<file path="config.mk">
export PLATFORM = sky130hd
export DESIGN_NAME = scp_regfile
export DESIGN_NICKNAME = d
export VERILOG_FILES = /design/src/rtl/scp_pkg.sv /design/src/rtl/scp_wr_decode.sv /design/src/rtl/scp_irq_ctrl.sv /design/src/rtl/scp_rd_port.sv /design/src/rtl/scp_regfile.sv
export SDC_FILE = /design/constraint.sdc
export NUM_CORES = 1
export LEC_CHECK = 0
export ABC_CLOCK_PERIOD_IN_PS = 5400
export CELL_PAD_IN_SITES_DETAIL_PLACEMENT = 1
export CELL_PAD_IN_SITES_GLOBAL_PLACEMENT = 1
export CORE_ASPECT_RATIO = 1.4
export CORE_MARGIN = 5
export CORE_UTILIZATION = 35
export CTS_CLUSTER_DIAMETER = 80
export DETAILED_ROUTE_END_ITERATION = 8
export GPL_ROUTABILITY_DRIVEN = 0
export GPL_TIMING_DRIVEN = 0
export PLACE_DENSITY_LB_ADDON = 0.1
export SLEW_MARGIN = 10
export SYNTH_ARGS = -nofsm -noshare
export SYNTH_HDL_FRONTEND = slang
export SYNTH_HIERARCHICAL = 1
export SYNTH_SLANG_ARGS = --single-unit
export TNS_END_PERCENT = 10
</file>
<file path="constraint.sdc">
create_clock -name clk -period 5.4 [get_ports clk]
set_input_delay 1.08 -clock clk [delete_from_list [all_inputs] [get_ports clk]]
set_output_delay 1.08 -clock clk [all_outputs]
set_load 0.05 [all_outputs]
</file>
<file path="src/rtl/scp_pkg.sv">
package scp_pkg;

   localparam int unsigned RN_INDEX  = 0;
   localparam int unsigned RN_STATUS = 12;
   localparam int unsigned RN_CAUSE  = 13;
   localparam int unsigned RN_PRID   = 15;
   localparam int unsigned RN_CONFIG = 16;
   localparam int unsigned RN_LLADDR = 17;
   localparam int unsigned RN_DEBUG  = 23;
   localparam int unsigned RN_TAG    = 28;

   localparam int unsigned BIT_IE  = 0;
   localparam int unsigned BIT_EXL = 1;
   localparam int unsigned BIT_ERL = 2;
   localparam int unsigned BIT_UM  = 4;
   localparam int unsigned BIT_DM  = 30;
   localparam int unsigned IP_LSB  = 10;

   localparam logic [31:0] STATUS_TAKE = 32'hFA78_FF01;
   localparam logic [31:0] IM_FIELD    = 32'h0000_FF00;

   typedef struct packed {
      logic        wr_ok;
      logic [31:0] keep;
      logic [31:0] take;
   } wmask_t;

   function automatic wmask_t wmask_of(int unsigned n);
      wmask_t m;
      m = '{wr_ok: 1'b1, keep: 32'h0, take: 32'h0};
      case (n)
         0:  begin m.keep = 32'h8000_0000; m.take = 32'h0000_000F; end
         2, 3: m.take = 32'h3FFF_FFFF;
         4:  begin m.keep = 32'hFF00_0000; m.take = 32'h00FF_FFF0; end
         5:  m.take = 32'h01FF_E000;
         6:  m.take = 32'h0000_000F;
         10: m.take = 32'hFFFF_F0FF;
         12: m.take = STATUS_TAKE;
         13: begin m.keep = 32'hB000_F87C; m.take = 32'h0000_0300; end
         14, 17, 18, 24, 30, 31: m.take = 32'hFFFF_FFFF;
         16: begin m.keep = 32'hFE17_FF80; m.take = 32'h0000_0001; end
         19: m.take = 32'h40FF_0FF8;
         23: begin m.keep = 32'h8C03_FC1F; m.take = 32'h1330_0120; end
         28: m.take = 32'hFFFF_FCF6;
         default: m.wr_ok = 1'b0;
      endcase
      return m;
   endfunction

endpackage

</file>
<file path="src/rtl/scp_wr_decode.sv">
module scp_wr_decode
   import scp_pkg::*;
#(
   parameter int NUM_REGS = 32,
   parameter int SEL_W    = 3,
   localparam int AW      = $clog2(NUM_REGS)
) (
   input  logic                clk,
   input  logic                rst_n,
   input  logic                wr_en,
   input  logic [AW-1:0]       wr_num,
   input  logic [SEL_W-1:0]    wr_sel,
   output logic [NUM_REGS-1:0] wr_hit
);

   for (genvar i = 0; i < NUM_REGS; i++) begin : g_hit
      localparam wmask_t M = wmask_of(i);
      if (M.wr_ok) begin : g_wr
         assign wr_hit[i] = wr_en && (wr_num == AW'(i)) && (wr_sel == '0);
      end else begin : g_ro
         assign wr_hit[i] = 1'b0;
      end
   end

   p_sel_ignored_r11: assert property (@(posedge clk) disable iff (!rst_n)
      (wr_en && wr_sel != '0) |-> (wr_hit == '0));
   p_single_hit_r11: assert property (@(posedge clk) disable iff (!rst_n)
      $onehot0(wr_hit));

endmodule

</file>
<file path="src/rtl/scp_irq_ctrl.sv">
module scp_irq_ctrl
   import scp_pkg::*;
#(
   parameter int DATA_W = 32
) (
   input  logic              clk,
   input  logic              rst_n,
   input  logic              st_wr,
   input  logic [DATA_W-1:0] wr_data,
   input  logic [DATA_W-1:0] status_old,
   input  logic [DATA_W-1:0] cause_live,
   input  logic              dm_flag,
   output logic              irq_req
);

   logic [DATA_W-1:0] status_new;
   logic              pending, blocked, raise, drop;

   always_comb begin
      status_new = wr_data & STATUS_TAKE;
      pending    = |(status_new & cause_live & IM_FIELD);
      blocked    = wr_data[BIT_EXL] | wr_data[BIT_ERL] | dm_flag;
      raise      = st_wr && wr_data[BIT_IE] && !status_old[BIT_IE] && !blocked && pending;
      drop       = st_wr && !wr_data[BIT_IE] && status_old[BIT_IE];
   end

   always_ff @(posedge clk) begin
      if (!rst_n)     irq_req <= 1'b0;
      else if (raise) irq_req <= 1'b1;
      else if (drop)  irq_req <= 1'b0;
   end

   p_irq_source_r7: assert property (@(posedge clk) disable iff (!rst_n)
      $rose(irq_req) |-> $past(st_wr));
   p_irq_blocked_r7: assert property (@(posedge clk) disable iff (!rst_n)
      (st_wr && (wr_data[BIT_EXL] || wr_data[BIT_ERL] || dm_flag) && !irq_req) |=> !irq_req);
   p_irq_drop_r8: assert property (@(posedge clk) disable iff (!rst_n)
      (st_wr && !wr_data[BIT_IE] && status_old[BIT_IE]) |=> !irq_req);

endmodule

</file>
<file path="src/rtl/scp_rd_port.sv">
module scp_rd_port
   import scp_pkg::*;
#(
   parameter int          NUM_REGS   = 32,
   parameter int          DATA_W     = 32,
   parameter int          SEL_W      = 3,
   parameter logic [31:0] CFG1_VALUE = 32'h0,
   localparam int         AW         = $clog2(NUM_REGS)
) (
   input  logic                       clk,
   input  logic                       rst_n,
   input  logic                       rd_en,
   input  logic [AW-1:0]              rd_num,
   input  logic [SEL_W-1:0]           rd_sel,
   input  logic [NUM_REGS*DATA_W-1:0] regs_flat,
   input  logic [DATA_W-1:0]          cause_live,
   input  logic                       flag_um,
   input  logic                       flag_erl,
   input  logic                       flag_exl,
   input  logic                       flag_dm,
   output logic [DATA_W-1:0]          rd_data
);

   logic [DATA_W-1:0] raw, merged;

   assign raw = regs_flat[rd_num*DATA_W +: DATA_W];

   always_comb begin
      merged = '0;
      if (rd_sel == '0) begin
         merged = raw;
         case (32'(rd_num))
            RN_STATUS: begin
               merged[BIT_UM]  = raw[BIT_UM]  | flag_um;
               merged[BIT_ERL] = raw[BIT_ERL] | flag_erl;
               merged[BIT_EXL] = raw[BIT_EXL] | flag_exl;
            end
            RN_CAUSE:  merged = cause_live;
            RN_LLADDR: merged = raw >> 4;
            RN_DEBUG:  merged[BIT_DM] = raw[BIT_DM] | flag_dm;
            default: ;
         endcase
      end else if (rd_sel == SEL_W'(1) && 32'(rd_num) == RN_CONFIG) begin
         merged = CFG1_VALUE;
      end
   end

   always_ff @(posedge clk) begin
      if (!rst_n)     rd_data <= '0;
      else if (rd_en) rd_data <= merged;
   end

   p_rd_hold_r13: assert property (@(posedge clk) disable iff (!rst_n)
      !rd_en |=> $stable(rd_data));
   p_lladdr_top_r10: assert property (@(posedge clk) disable iff (!rst_n)
      (rd_en && rd_sel == '0 && 32'(rd_num) == RN_LLADDR) |=> (rd_data[DATA_W-1 -: 4] == 4'h0));
   p_badsel_zero_r11: assert property (@(posedge clk) disable iff (!rst_n)
      (rd_en && rd_sel != '0 && !(rd_sel == SEL_W'(1) && 32'(rd_num) == RN_CONFIG))
      |=> (rd_data == '0));

endmodule

</file>
<file path="src/rtl/scp_regfile.sv">
module scp_regfile
   import scp_pkg::*;
#(
   parameter int          NUM_REGS   = 32,
   parameter int          DATA_W     = 32,
   parameter int          SEL_W      = 3,
   parameter int          IRQ_LINES  = 6,
   parameter logic [31:0] PRID_VALUE = 32'h0001_8000,
   parameter logic [31:0] CFG1_VALUE = 32'h1E19_0C8A,
   localparam int         AW         = $clog2(NUM_REGS)
) (
   input  logic                 clk,
   input  logic                 rst_n,
   input  logic                 wr_en,
   input  logic [AW-1:0]        wr_num,
   input  logic [SEL_W-1:0]     wr_sel,
   input  logic [DATA_W-1:0]    wr_data,
   input  logic                 rd_en,
   input  logic [AW-1:0]        rd_num,
   input  logic [SEL_W-1:0]     rd_sel,
   output logic [DATA_W-1:0]    rd_data,
   input  logic [IRQ_LINES-1:0] irq_lines,
   output logic                 irq_req
);

   if (DATA_W != 32) begin : g_chk_w
      $error("scp_regfile: masks are defined for 32-bit registers only");
   end
   if (NUM_REGS != 32) begin : g_chk_n
      $error("scp_regfile: register map expects 32 entries");
   end
   if (IRQ_LINES < 1 || IRQ_LINES > 6) begin : g_chk_irq
      $error("scp_regfile: IRQ_LINES must be 1..6");
   end

   logic [NUM_REGS-1:0]        wr_hit;
   logic [DATA_W-1:0]          reg_q [NUM_REGS];
   logic [NUM_REGS*DATA_W-1:0] regs_flat;
   logic                       flag_um, flag_erl, flag_exl, flag_dm;
   logic [DATA_W-1:0]          cause_live;

   scp_wr_decode #(.NUM_REGS(NUM_REGS), .SEL_W(SEL_W)) i_dec (
      .clk(clk), .rst_n(rst_n), .wr_en(wr_en), .wr_num(wr_num),
      .wr_sel(wr_sel), .wr_hit(wr_hit));

   for (genvar i = 0; i < NUM_REGS; i++) begin : g_reg
      localparam wmask_t M = wmask_of(i);
      if (M.wr_ok) begin : g_rw
         logic [DATA_W-1:0] q;
         always_ff @(posedge clk) begin
            if (!rst_n)         q <= '0;
            else if (wr_hit[i]) q <= (q & M.keep) | (wr_data & M.take);
         end
         assign reg_q[i] = q;
      end else if (i == RN_PRID) begin : g_id
         assign reg_q[i] = PRID_VALUE;
      end else begin : g_none
         assign reg_q[i] = '0;
      end
      assign regs_flat[i*DATA_W +: DATA_W] = reg_q[i];
   end

   always_ff @(posedge clk) begin
      if (!rst_n) begin
         flag_um  <= 1'b0;
         flag_erl <= 1'b0;
         flag_exl <= 1'b0;
         flag_dm  <= 1'b0;
      end else begin
         if (wr_hit[RN_STATUS]) begin
            flag_um  <= wr_data[BIT_UM];
            flag_erl <= wr_data[BIT_ERL];
            flag_exl <= wr_data[BIT_EXL];
         end
         if (wr_hit[RN_DEBUG]) flag_dm <= wr_data[BIT_DM];
      end
   end

   always_comb begin
      cause_live = reg_q[RN_CAUSE];
      cause_live[IP_LSB +: IRQ_LINES] = reg_q[RN_CAUSE][IP_LSB +: IRQ_LINES] | irq_lines;
   end

   scp_irq_ctrl #(.DATA_W(DATA_W)) i_irq (
      .clk(clk), .rst_n(rst_n), .st_wr(wr_hit[RN_STATUS]), .wr_data(wr_data),
      .status_old(reg_q[RN_STATUS]), .cause_live(cause_live),
      .dm_flag(flag_dm), .irq_req(irq_req));

   scp_rd_port #(.NUM_REGS(NUM_REGS), .DATA_W(DATA_W), .SEL_W(SEL_W),
                 .CFG1_VALUE(CFG1_VALUE)) i_rd (
      .clk(clk), .rst_n(rst_n), .rd_en(rd_en), .rd_num(rd_num), .rd_sel(rd_sel),
      .regs_flat(regs_flat), .cause_live(cause_live), .flag_um(flag_um),
      .flag_erl(flag_erl), .flag_exl(flag_exl), .flag_dm(flag_dm),
      .rd_data(rd_data));

   p_prid_wr_r1: assert property (@(posedge clk) disable iff (!rst_n)
      !wr_hit[RN_PRID]);

endmodule

</file>
==> run metrics, run 1 <==
status complete, no violations; Die Area 79350 um2; initial antenna violation count 10; Tcrit/Tclk final 97.08%; Worst Path Buf+Inv 5; cts bufs inserted 51; warnings from Yosys 6; grt ovf 0; sw frac 28.50%; top sig layer met5; switching power 0.002343 W; HP Class flop to flop; clock tree sinks 432; # DRC 0; Tot GR Track Use 32.44%; RSZ-0062 raised after global routing false; CP Data Arrival Time 5.70 ns; Final Setup Violations 0; Initial Utilization 35.40%; via count 21980; design area 32130 um2; share of cells above drive strength 1 18.74%; critical-path cell list clkdlybuf4s50_1, buf_2, buf_2, clkbuf_1, clkbuf_1, mux2i_1, o22ai_1; H-tree Lvls 2; routed wl met3 8366 um; pin count of the biggest net entering global routing 13; clk_skew 0.01692 ns; count of cells resized by post-cts repair 0; Gate power share 15.8%; Final Max Slew Viols 0; placed inst area 30340 um2; Synth Cell Area 25810 um2; Req. time, crit path 5.86 ns; Clock power frac 45.3%; Pre-antenna DRT Iters 5; critical-path maximum fanout 10; IO buf count 86; Cell Int Power 0.005879 W; clk_lat worst skew 0.64 ns; final WL 131600 um; Flop pwr share 38.9%; CTS hold repair buffers 0; area delta synth->final 24.49%; Util after Layout 44.07%; Post-CTS Setup Bufs 0; peak supply drop 236.5 uV; vias in the first global route 23410; Fin. Hold Viols 0; Max Cap Viol 0; CTS Root Cell clkbuf_16; first-pass GRT wire length 181100 um; Final min period 5.242 ns; crit-path leading delay family buffers and inverters; Die W 239.5 um; Final nets 3076; wl on met1 51880 um; Via density 5.478; maximum clock rate 190.8 MHz; post-synthesis instance total 2224; Crit-path slowest cell clkbuf_1; power density over the cells 255.9 nW/um2; CTS clock-pin slew for the worst setup and hold paths 0.06 ns; met2 WL 59960 um; Tot Pwr 0.008222 W; worst rel slew slack 5.932%; Die Y 331.3 um; Ports 91; crit-path max cell delay 1.10 ns; clk buf depth 3; Layout fillers 8279; Leak 11.42 nW; syn avg cell area 11.61 um2; cell row count 117; Worst Setup Start Kind primary input; detailed placer's ending HPWL 94590 um; Routed Antenna Nets 0; Core Footprint 72900 um2; Worst Max-Slew Pin Slew 1.411 ns; drt wl/cell 32.80 um; Initial DRC Count 1954; CP endpoint kind flop; CTS tree done; crit path kind primary input to flop
[sequential cells by signal, indices dropped and copies added (netlist names)]
register and cells:
g.g_rw.q 395, i_rd/rd_data 32, flag_dm 1, flag_erl 1, flag_exl 1, flag_um 1, i_irq/irq_req 1
[power groups by stage]
stage	sequential (W)	clock, W	combinational [W]
2_1_floorplan	0.00328	0	0.000708
3_3_place_gp	0.00327	0	0.00123
3_5_place_dp	0.00327	0	0.00124
4_1_cts	0.00320	0.00380	0.00124
5_1_grt	0.00320	0.00388	0.00132
6_report	0.00320	0.00373	0.00130
[worst register-to-register path, cell delays in order, from the launching register on]
cell and delay [ns]:
dfxtp_1 0.31, mux4_2 0.55, mux4_2 0.50, mux2i_1 0.67, o22ai_1 0.21
[cells in the final DEF (no fill, tap or decap), types with 6 or more instances in the layout]
cell type / count
or3_1: 6
and2_1: 7
dfxtp_1: 432
nand2b_1: 11
clkdlybuf4s50_1: 86
clkbuf_16: 53
nor2b_1: 429
mux4_2: 265
o22ai_1: 21
nor4_1: 6
nand3_1: 13
buf_2: 82
buf_6: 35
a21oi_1: 38
o211ai_1: 9
buf_4: 57
conb_1: 653
o21ai_0: 46
a31oi_1: 14
nor3_1: 28
clkbuf_8: 20
nand2_1: 51
inv_1: 8
a211oi_1: 16
clkinv_2: 6
mux2i_1: 439
a22oi_1: 11
clkbuf_1: 55
o221ai_1: 8
clkbuf_4: 6
mux2_2: 21
a2111oi_0: 6
nor2_1: 23
[cell type report]
| cell class | instances | area [um2] | area share [%] |
|---|---|---|---|
| multi-input combinational | 2197 | 18080 | 56.27 |
| sequential | 432 | 8648 | 26.92 |
| clock buffer | 82 | 1635 | 5.090 |
| buffer | 233 | 1494 | 4.650 |
| tap | 952 | 1191 | 3.707 |
| timing repair buffer | 90 | 895.9 | 2.788 |
| clock inverter | 10 | 127.6 | 0.3972 |
| inverter | 13 | 48.80 | 0.1519 |
| antenna | 4 | 10.01 | 0.03115 |
[through the flow]
stage	TNS [ns]	worst slack, ns	std cells	hold slack (ns)
floorplan	0	2.443	2875	0.4742
global placement	-0.5176	-0.2712	3913	0.4505
detailed placement	-0.7530	-0.3452	3916	0.4637
CTS	0	0.3209	4008	0.4705
global route	0	0.1385	4009	0.4934
finish	0	0.1577	4013	0.4720
[routing by layer]
metal	GRT usage [%]	up-vias
li1	-	9212
met1	40.30	11420
met2	52.00	980
met3	4.975	366
met4	21.52	6
met5	0	-
[final timing paths]
check / startpoint / endpoint / slack [ns] / depth (start not counted)
max: rd_num[3] / i_rd/rd_data[29] / 0.16 / 7
min: i_rd/rd_data[10] / i_rd/rd_data[10] / 0.47 / 2
max reg2reg: g_reg[18].g_rw.q[29] / i_rd/rd_data[29] / 2.99 / 4
min reg2reg: i_rd/rd_data[10] / i_rd/rd_data[10] / 0.47 / 2
Power figures use the tool's default switching activity.
==> run 2, diff against run 1 <==
--- a/config.mk
+++ b/config.mk
@@ -15,6 +15,7 @@
 export DETAILED_ROUTE_END_ITERATION = 8
 export GPL_ROUTABILITY_DRIVEN = 0
 export GPL_TIMING_DRIVEN = 0
+export MAX_ROUTING_LAYER = met4
 export PLACE_DENSITY_LB_ADDON = 0.1
 export SLEW_MARGIN = 10
 export SYNTH_ARGS = -nofsm -noshare
==> run metrics, run 2 (synthesis results as in run 1) <==
first-pass GRT wire length 181200 um; drt wl/cell 32.73 um; power density over the cells 255.8 nW/um2; CTS hold repair buffers 0; share of cells above drive strength 1 18.74%; maximum clock rate 184.1 MHz; critical-path cell list clkdlybuf4s50_1, buf_2, buf_2, clkbuf_1, clkbuf_1, mux2i_1, o22ai_1; cell row count 117; highest-count cells in the layout ignoring fill and taps conb_1, mux2i_1, dfxtp_1; area delta synth->final 24.53%; Req. time, crit path 5.85 ns; crit-path max cell delay 1.10 ns; Crit-path slowest cell clkbuf_1; # DRC 0; Die Area 79350 um2; worst rel slew slack 2.446%; detailed placer's ending HPWL 94590 um; final WL 131500 um; CP endpoint kind flop; Fin. Hold Viols 0; Worst Path Buf+Inv 5; clk_skew 0.01600 ns; Tcrit/Tclk final 100.6%; critical-path maximum fanout 10; CP Data Arrival Time 5.88 ns; Routed Antenna Nets 0; Worst Setup Start Kind primary input; crit path kind primary input to flop; largest reg by FF count g.g_rw.q; crit-path leading delay family buffers and inverters; Leak 11.42 nW; pin count of the biggest net entering global routing 13; vias in the first global route 23400; CTS Root Cell clkbuf_16; CTS tree done; Tot GR Track Use 33.36%; Final Max Slew Viols 0; Initial DRC Count 1964; Post-CTS Setup Bufs 0; Ports 91; initial antenna violation count 10; commonest non-fill, non-tap cell in the layout conb_1; Final min period 5.432 ns; RSZ-0062 raised after global routing false; Final Setup Violations 1; register cell area after layout 8648 um2; clk buf depth 3; Final WS setup -0.03179 ns; peak supply drop 236.5 uV; clock tree sinks 432; multi-input logic area 18080 um2; count of cells resized by post-cts repair 0; clk_lat worst skew 0.63 ns; max FFs per register 395; Die W 239.5 um; HP Class flop to flop; Layout fillers 8283; violated checks negative setup slack; Tot Pwr 0.008222 W; status finished with violations; Core Footprint 72900 um2; Final nets 3076; Initial Utilization 35.40%; hold_ws 0.4773 ns; H-tree Lvls 2; via count 22090; Max Cap Viol 0; Worst Max-Slew Pin Slew 1.463 ns; Die Y 331.3 um; Pre-antenna DRT Iters 6; grt ovf 0; IO buf count 86; largest registers g.g_rw.q (395), i_rd/rd_data (32); cts bufs inserted 51; CTS clock-pin slew for the worst setup and hold paths 0.06 ns; Via density 5.499
## run 2: cell count changes in the layout (fill, tap and decap cells not counted), sizes merged
| cell | before | now |
|---|---|---|
| diode | 4 | 8 |
## run 2: cell type report
type	instances	share of cell area, %
Multi-Input combinational cell	2197	56.25
Timing Repair Buffer	90	2.787
Inverter	13	0.1518
Antenna cell	8	0.06229
Sequential cell	432	26.91
Tap cell	952	3.706
Clock inverter	10	0.3971
Clock buffer	82	5.088
Buffer	233	4.648
## run 2: through the flow
stage	cell area [um2]	utilization, %	setup TNS, ns	setup slack (ns)	cells
4_1_cts	32100	44.04	0	0.3209	4008
2_1_floorplan	28250	-	0	2.443	2875
6_report	32140	44.09	-0.03179	-0.03179	4017
3_3_place_gp	30310	41.57	-0.5176	-0.2712	3913
3_5_place_dp	30340	41.62	-0.7530	-0.3452	3916
5_1_grt	32130	44.07	0	0.1439	4013
## run 2: path summary, 6_finish.rpt
path	to	slack [ns]	startpoint	depth (start not counted)
hold / removal	i_rd/rd_data[10]	0.48	i_rd/rd_data[10]	2
setup / recovery	i_rd/rd_data[29]	-0.03	rd_num[3]	7
hold reg to reg	i_rd/rd_data[10]	0.48	i_rd/rd_data[10]	2
setup reg to reg	i_rd/rd_data[29]	2.92	g_reg[17].g_rw.q[29]	4
## run 2: worst min-delay path, cell delays in order, from the launching register on
cell and delay [ns]:
dfxtp_1 0.32, nand2_1 0.06, a21boi_1 0.05
## run 2: power by group
part	switching (W)	leakage (nW)	total (W)	internal, W
combinational	0.000812	7.07	0.00130	0.000486
sequential	0.00000597	3.48	0.00320	0.00319
clock	0.00153	0.874	0.00372	0.00220
total	0.00234	11.4	0.00822	0.00588
## run 2: routing by layer
metal / routed length, um / GRT usage, % / share of wire [%] / up-vias
met5: 0 / - / 0 / -
met4: 10900 / 21.26 / 8.3 / 0
met1: 52020 / 40.26 / 40 / 11480
met2: 60330 / 52.14 / 46 / 1008
met3: 8227 / 4.934 / 6.3 / 367
li1: - / - / - / 9235
